## config.mk

```make
export PLATFORM = sky130hd
export DESIGN_NAME = eeprom_boot_ctrl
export DESIGN_NICKNAME = d
export VERILOG_FILES = /design/src/rtl/eeprom_boot_ctrl.sv
export SDC_FILE = /design/constraint.sdc
export NUM_CORES = 1
export LEC_CHECK = 0
export ABC_AREA = 0
export ABC_CLOCK_PERIOD_IN_PS = 2650
export BUFFER_PORTS_ARGS = -buffer_cell sky130_fd_sc_hd__buf_2
export CAP_MARGIN = 0
export CELL_PAD_IN_SITES_DETAIL_PLACEMENT = 1
export CELL_PAD_IN_SITES_GLOBAL_PLACEMENT = 1
export CORE_ASPECT_RATIO = 1.2
export CORE_MARGIN = 1
export CORE_UTILIZATION = 37
export DETAILED_ROUTE_END_ITERATION = 10
export PLACE_DENSITY = 0.83
export SETUP_SLACK_MARGIN = 0.1
export SLEW_MARGIN = 20
export SYNTH_ARGS = -nofsm -noshare
export SYNTH_HDL_FRONTEND = slang
export SYNTH_SLANG_ARGS = --single-unit
```

## constraint.sdc

```tcl
create_clock -name clk -period 2.65 [get_ports clk]
set_input_delay 0.1325 -clock clk [delete_from_list [all_inputs] [get_ports clk]]
set_output_delay 0.1325 -clock clk [all_outputs]
set_load 0.1 [all_outputs]
```

## src/rtl/eeprom_boot_ctrl.sv

```systemverilog
module eeprom_boot_ctrl #(
  parameter int AW       = 6,
  parameter int DIV      = 2,
  parameter int ICW_ADDR = 10,
  parameter int CFG_BASE = 11,
  parameter int CFG_N    = 3
) (
  input  logic                  clk,
  input  logic                  rst_n,
  input  logic                  ee_rst,
  input  logic                  rd_start,
  input  logic [AW-1:0]         rd_addr,
  output logic                  rd_done,
  output logic [15:0]           rd_data,
  input  logic                  sw_req,
  output logic                  sw_grant,
  input  logic                  sw_cs,
  input  logic                  sw_sk,
  input  logic                  sw_di,
  output logic                  sw_do,
  output logic                  ee_cs,
  output logic                  ee_sk,
  output logic                  ee_di,
  input  logic                  ee_do,
  output logic                  boot_done,
  output logic                  cfg_valid,
  output logic [CFG_N*16-1:0]   cfg_data
);
  localparam int NOUT = AW + 3;
  localparam int NB   = NOUT + 16;
  localparam int BW   = $clog2(NB);
  localparam int DW   = $clog2(DIV) + 1;
  localparam int IW   = $clog2(CFG_N) + 1;

  typedef enum logic [1:0] {ST_ICW, ST_CFG, ST_IDLE, ST_HOST} st_t;

  st_t                st;
  logic               rst, run, ph, sk_q, pend, grant_q, done_q, sig_q, boot_q;
  logic               tick, last, launch;
  logic [DW-1:0]      dc;
  logic [BW-1:0]      bc;
  logic [NOUT-1:0]    tx;
  logic [15:0]        rx, data_q;
  logic [AW-1:0]      paddr, laddr;
  logic [IW-1:0]      idx;
  logic [CFG_N*16-1:0] cfg_q;

  assign rst    = !rst_n || ee_rst;
  assign tick   = run && dc == DW'(DIV - 1);
  assign last   = tick && ph && bc == BW'(NB - 1);
  assign launch = !run && (st == ST_ICW || st == ST_CFG ||
                           (st == ST_IDLE && pend && !grant_q));

  always_comb begin
    case (st)
      ST_ICW:  laddr = AW'(ICW_ADDR);
      ST_CFG:  laddr = AW'(CFG_BASE) + AW'(idx);
      default: laddr = paddr;
    endcase
  end

  always_ff @(posedge clk) begin
    if (rst) begin
      run  <= 1'b0;
      ph   <= 1'b0;
      sk_q <= 1'b0;
      dc   <= '0;
      bc   <= '0;
      tx   <= '0;
      rx   <= '0;
    end else if (launch) begin
      run  <= 1'b1;
      ph   <= 1'b0;
      sk_q <= 1'b0;
      dc   <= '0;
      bc   <= '0;
      tx   <= {3'b110, laddr};
    end else if (run) begin
      if (tick) begin
        dc <= '0;
        if (!ph) begin
          ph   <= 1'b1;
          sk_q <= 1'b1;
          if (bc >= BW'(NOUT)) rx <= {rx[14:0], ee_do};
        end else begin
          ph   <= 1'b0;
          sk_q <= 1'b0;
          if (bc == BW'(NB - 1)) begin
            run <= 1'b0;
          end else begin
            bc <= bc + 1'b1;
            tx <= {tx[NOUT-2:0], 1'b0};
          end
        end
      end else begin
        dc <= dc + 1'b1;
      end
    end
  end

  always_ff @(posedge clk) begin
    if (rst) begin
      st      <= ST_ICW;
      idx     <= '0;
      cfg_q   <= '0;
      sig_q   <= 1'b0;
      boot_q  <= 1'b0;
      pend    <= 1'b0;
      paddr   <= '0;
      done_q  <= 1'b0;
      data_q  <= '0;
      grant_q <= 1'b0;
    end else begin
      grant_q <= sw_req && st == ST_IDLE && (grant_q || !pend);
      if (rd_start) begin
        pend   <= 1'b1;
        paddr  <= rd_addr;
        done_q <= 1'b0;
      end else if (launch && st == ST_IDLE) begin
        pend <= 1'b0;
      end
      if (launch && st == ST_IDLE) st <= ST_HOST;
      if (last) begin
        case (st)
          ST_ICW: begin
            if (rx[15:14] == 2'b01) begin
              sig_q <= 1'b1;
              idx   <= '0;
              st    <= ST_CFG;
            end else begin
              boot_q <= 1'b1;
              st     <= ST_IDLE;
            end
          end
          ST_CFG: begin
            cfg_q[idx*16 +: 16] <= rx;
            if (idx == IW'(CFG_N - 1)) begin
              boot_q <= 1'b1;
              st     <= ST_IDLE;
            end else begin
              idx <= idx + 1'b1;
            end
          end
          ST_HOST: begin
            data_q <= rx;
            st     <= ST_IDLE;
            if (!rd_start && !pend) done_q <= 1'b1;
          end
          default: ;
        endcase
      end
    end
  end

  assign sw_grant  = grant_q;
  assign sw_do     = ee_do;
  assign ee_cs     = grant_q ? sw_cs : run;
  assign ee_sk     = grant_q ? sw_sk : sk_q;
  assign ee_di     = grant_q ? sw_di : (run && tx[NOUT-1]);
  assign rd_done   = done_q;
  assign rd_data   = data_q;
  assign boot_done = boot_q;
  assign cfg_valid = sig_q && boot_q;
  assign cfg_data  = cfg_q;
endmodule

```

==> impl_metrics.py <==
metrics = {
    "outcome": {
        "outcome": "completed",
    },
    "grt": {
        "grt_max_degree": 43,
        "grt_pass1_wl_um": 22970,
        "grt_antenna_before_repair": 0,
        "grt_overflow_total": 0,
        "grt_pass1_vias": 4469,
        "grtUsageTotal": 0.2251,
    },
    "clock_tree": {
        "clk-insertion-delay-late_ps": 420,
        "path_clk_slew_ps": 60,
        "clockBufferDepth": 2,
        "cts_tree": "done",
        "clockRootBuffer": "clkbuf_16",
        "clock-sinks": 114,
        "cts_made_buffers": 17,
        "htreeDepth": 4,
    },
    "worst_setup_path": {
        "slowest_stage": "dfxtp_1",
        "crit_path_max_fanout": 17,
        "arrival_ps": 2690,
        "slowest_delay_ps": 470,
        "worst-path-buf-inv": 2,
        "r2r-start": "idx[1]",
        "cp-end-kind": "register",
        "critPathLaunchType": "register",
        "path_common_cell": "ha_1",
        "cp_top_family": "simple AND/OR/NAND/NOR gates",
        "worst-endpoint-required_ps": 2980,
        "crit_type": "reg -> reg",
        "crit_path_cell_trace": "inv_1 > ha_1 > ha_1 > nor2b_2 > nand4_4 > nor3_4 > buf_6 > mux2i_1",
        "r2r_cells": 8,
        "cp.depth": 8,
        "cp-startpoint": "idx[1]",
    },
    "floorplanning": {
        "rows": 44,
        "die-area_um2": 13060,
        "core_um2": 12170,
        "initial_utilization": 0.3834,
        "die_x_um": 104.5,
        "io_pins": 87,
        "die_y_um": 125.0,
    },
    "place": {
        "place_inst": 760,
        "portBuffers": 86,
        "gp_congestion": 0.8254,
        "dp_slack_ps": 204.9,
        "dp_hpwl_um": 9371,
    },
    "route": {
        "num_vias": 4253,
        "drc": 0,
        "dr.first_iter.drc_count": 168,
        "drtPass1Iterations": 4,
        "drt_wl_total_um": 14050,
        "ant_nets": 0,
        "routed_via_density": 5.316,
        "post_drt_wl_per_cell_um": 17.56,
    },
    "cells_and_area": {
        "drive_above_1_share": 0.2254,
        "stdcell_count": 800,
        "layout_commonest_cell": "dfxtp_1",
        "multi_input_area_um2": 2183,
        "antennaDiodeCount": 0,
        "n_fill_cell": 1445,
        "ff_latch_area_um2": 2282,
        "final_cell_mix": "114 x dfxtp_1, 103 x nand2_1, 86 x buf_2, 48 x a21oi_1",
        "fin_nets": 649,
        "syn_to_final_growth_pct": 26.80,
    },
    "pwr": {
        "p_total_mw": 4.078,
        "netSwitchingFraction": 0.2126,
        "p_seq_frac": 0.425,
        "clkPwrFrac": 0.549,
        "p_sw_mw": 0.8671,
        "p_int_mw": 3.211,
        "combPwrFrac": 0.026,
        "p_per_area_nw_per_um2": 689.5,
        "power.leakage_nw": 2.363,
        "vdd_ir_drop_max_mv": 0.3041,
    },
    "timing": {
        "worst_slack_ps": 293.7,
        "drv_slew": 0,
        "rsz0062_at_grt": "false",
        "setup_viol": 0,
        "worst_pin_slew_ps": 612.0,
        "finClkSkew_ps": 11.55,
        "whs_ps": 76.20,
        "layout_min_cycle_time_ps": 2356,
        "period_share": 0.8892,
        "tns_ps": 0,
        "hold_violations": 0,
        "fmax_mhz": 424.4,
        "slew_headroom": 0.5863,
    },
    "logic_synthesis": {
        "synthesis.area_um2": 4664,
        "synthDistinctLibCells": 49,
        "synth-seq-cells": 114,
        "synthFlopType": "dfxtp_1",
        "synth.area.top_cells": "dfxtp_1 49%, nand2_1 8.3%, mux2i_1 8.2%",
        "ys_seq_area_frac": 0.4893,
        "ys_warn_count": 0,
        "yosysTopAreaCellShare": 0.4893,
        "ys_async_sr_fraction": 0,
        "syn-num-nets": 559,
        "synth_edf_count": 0,
        "syn_inst": 536,
        "avgSynthCellArea_um2": 8.702,
        "yosys.area.top_type": "dfxtp_1",
    },
    "hold_path": {
        "min_path_cells": 2,
        "worstHoldStart": "rd_start",
        "holdCritPathClass": "in -> reg",
    },
    "flow_run": {
        "maxCapViolCount": 0,
    },
}
-- power by group through the flow --
stage / logic [mW] / registers (mW) / clock network, mW
2_1_floorplan: 0.0709 / 1.76 / 0
3_3_place_gp: 0.0918 / 1.77 / 0
3_5_place_dp: 0.0952 / 1.77 / 0
4_1_cts: 0.105 / 1.73 / 2.26
5_1_grt: 0.114 / 1.73 / 2.35
6_report: 0.106 / 1.73 / 2.24
-- final cells by class --
| class | instances | share of cell area |
|---|---|---|
| repair buffers | 110 | 0.1073 |
| flip-flops and latches | 114 | 0.3859 |
| clock inverters | 9 | 0.01777 |
| multi-input cells | 375 | 0.3692 |
| inverters | 8 | 0.005077 |
| clock buffers | 23 | 0.08081 |
| well taps | 161 | 0.03406 |
-- worst paths after layout --
kind	endpoint	slack [ps]
hold reg to reg	cfg_data[33]	450
setup reg to reg	cfg_data[37]	290
setup / recovery	cfg_data[37]	290
hold / removal	rd_done	80
-- cell families after synthesis --
kind of cell / synth area share
AO/OA/AOI/OAI: 0.1167
XOR/XNOR: 0.01127
adder cells (fa/ha/maj): 0.02146
buffers and inverters: 0.04533
flip-flops: 0.4893
multiplexers: 0.08637
AND/OR/NAND/NOR: 0.2296
-- cells in the mapped netlist, drive strengths merged (2+ instances only) --
| master | count |
|---|---|
| nor2b | 4 |
| nor2 | 39 |
| nor3 | 6 |
| mux2i | 38 |
| or3 | 2 |
| a21oi | 48 |
| a22oi | 2 |
| and4b | 2 |
| inv | 8 |
| ha | 8 |
| nand4 | 21 |
| o21ai | 39 |
| nand4b | 2 |
| xnor2 | 4 |
| clkbuf | 25 |
| mux2 | 2 |
| or2 | 2 |
| dfxtp | 114 |
| nand2b | 5 |
| nor4b | 5 |
| nor3b | 3 |
| nand3 | 21 |
| xor2 | 2 |
| buf | 14 |
| a31oi | 3 |
| nand2 | 103 |
| and4 | 2 |
-- per-layer routing --
metal,vias to the layer above,wire length [um],global-route usage
li1,2033,-,-
met1,2072,5627,0.2467
met2,116,7405,0.4020
met5,-,0,0
met4,0,445,0.1092
met3,32,571,0.05683
-- stage by stage --
| stage | util | area [um2] |
|---|---|---|
| 3_3_place_gp | 0.4311 | 5245 |
| 4_1_cts | 0.4856 | 5908 |
| 2_1_floorplan | - | 4664 |
| 6_report | 0.4861 | 5914 |
| 3_5_place_dp | 0.4311 | 5245 |
| 5_1_grt | 0.4861 | 5914 |
-- registers in the layout (all words and copies together), names as in the netlist --
register and flops:
tx 9, paddr 6, idx 3, sk_q 1
pend 1, sw_grant 1, st 2, bc 5
run 1, rd_data 16, sig_q 1, cfg_data 48
rx 16, rd_done 1, boot_done 1, dc 2
-- repair_timing --
action,4_1_cts,5_1_grt
gates resized for setup,0,2
setup buffers,0,0
endpoints found under the hold margin,8,0
hold buffers,8,0
endpoints found under the setup margin,0,16
(Power assumes the default switching activity.)
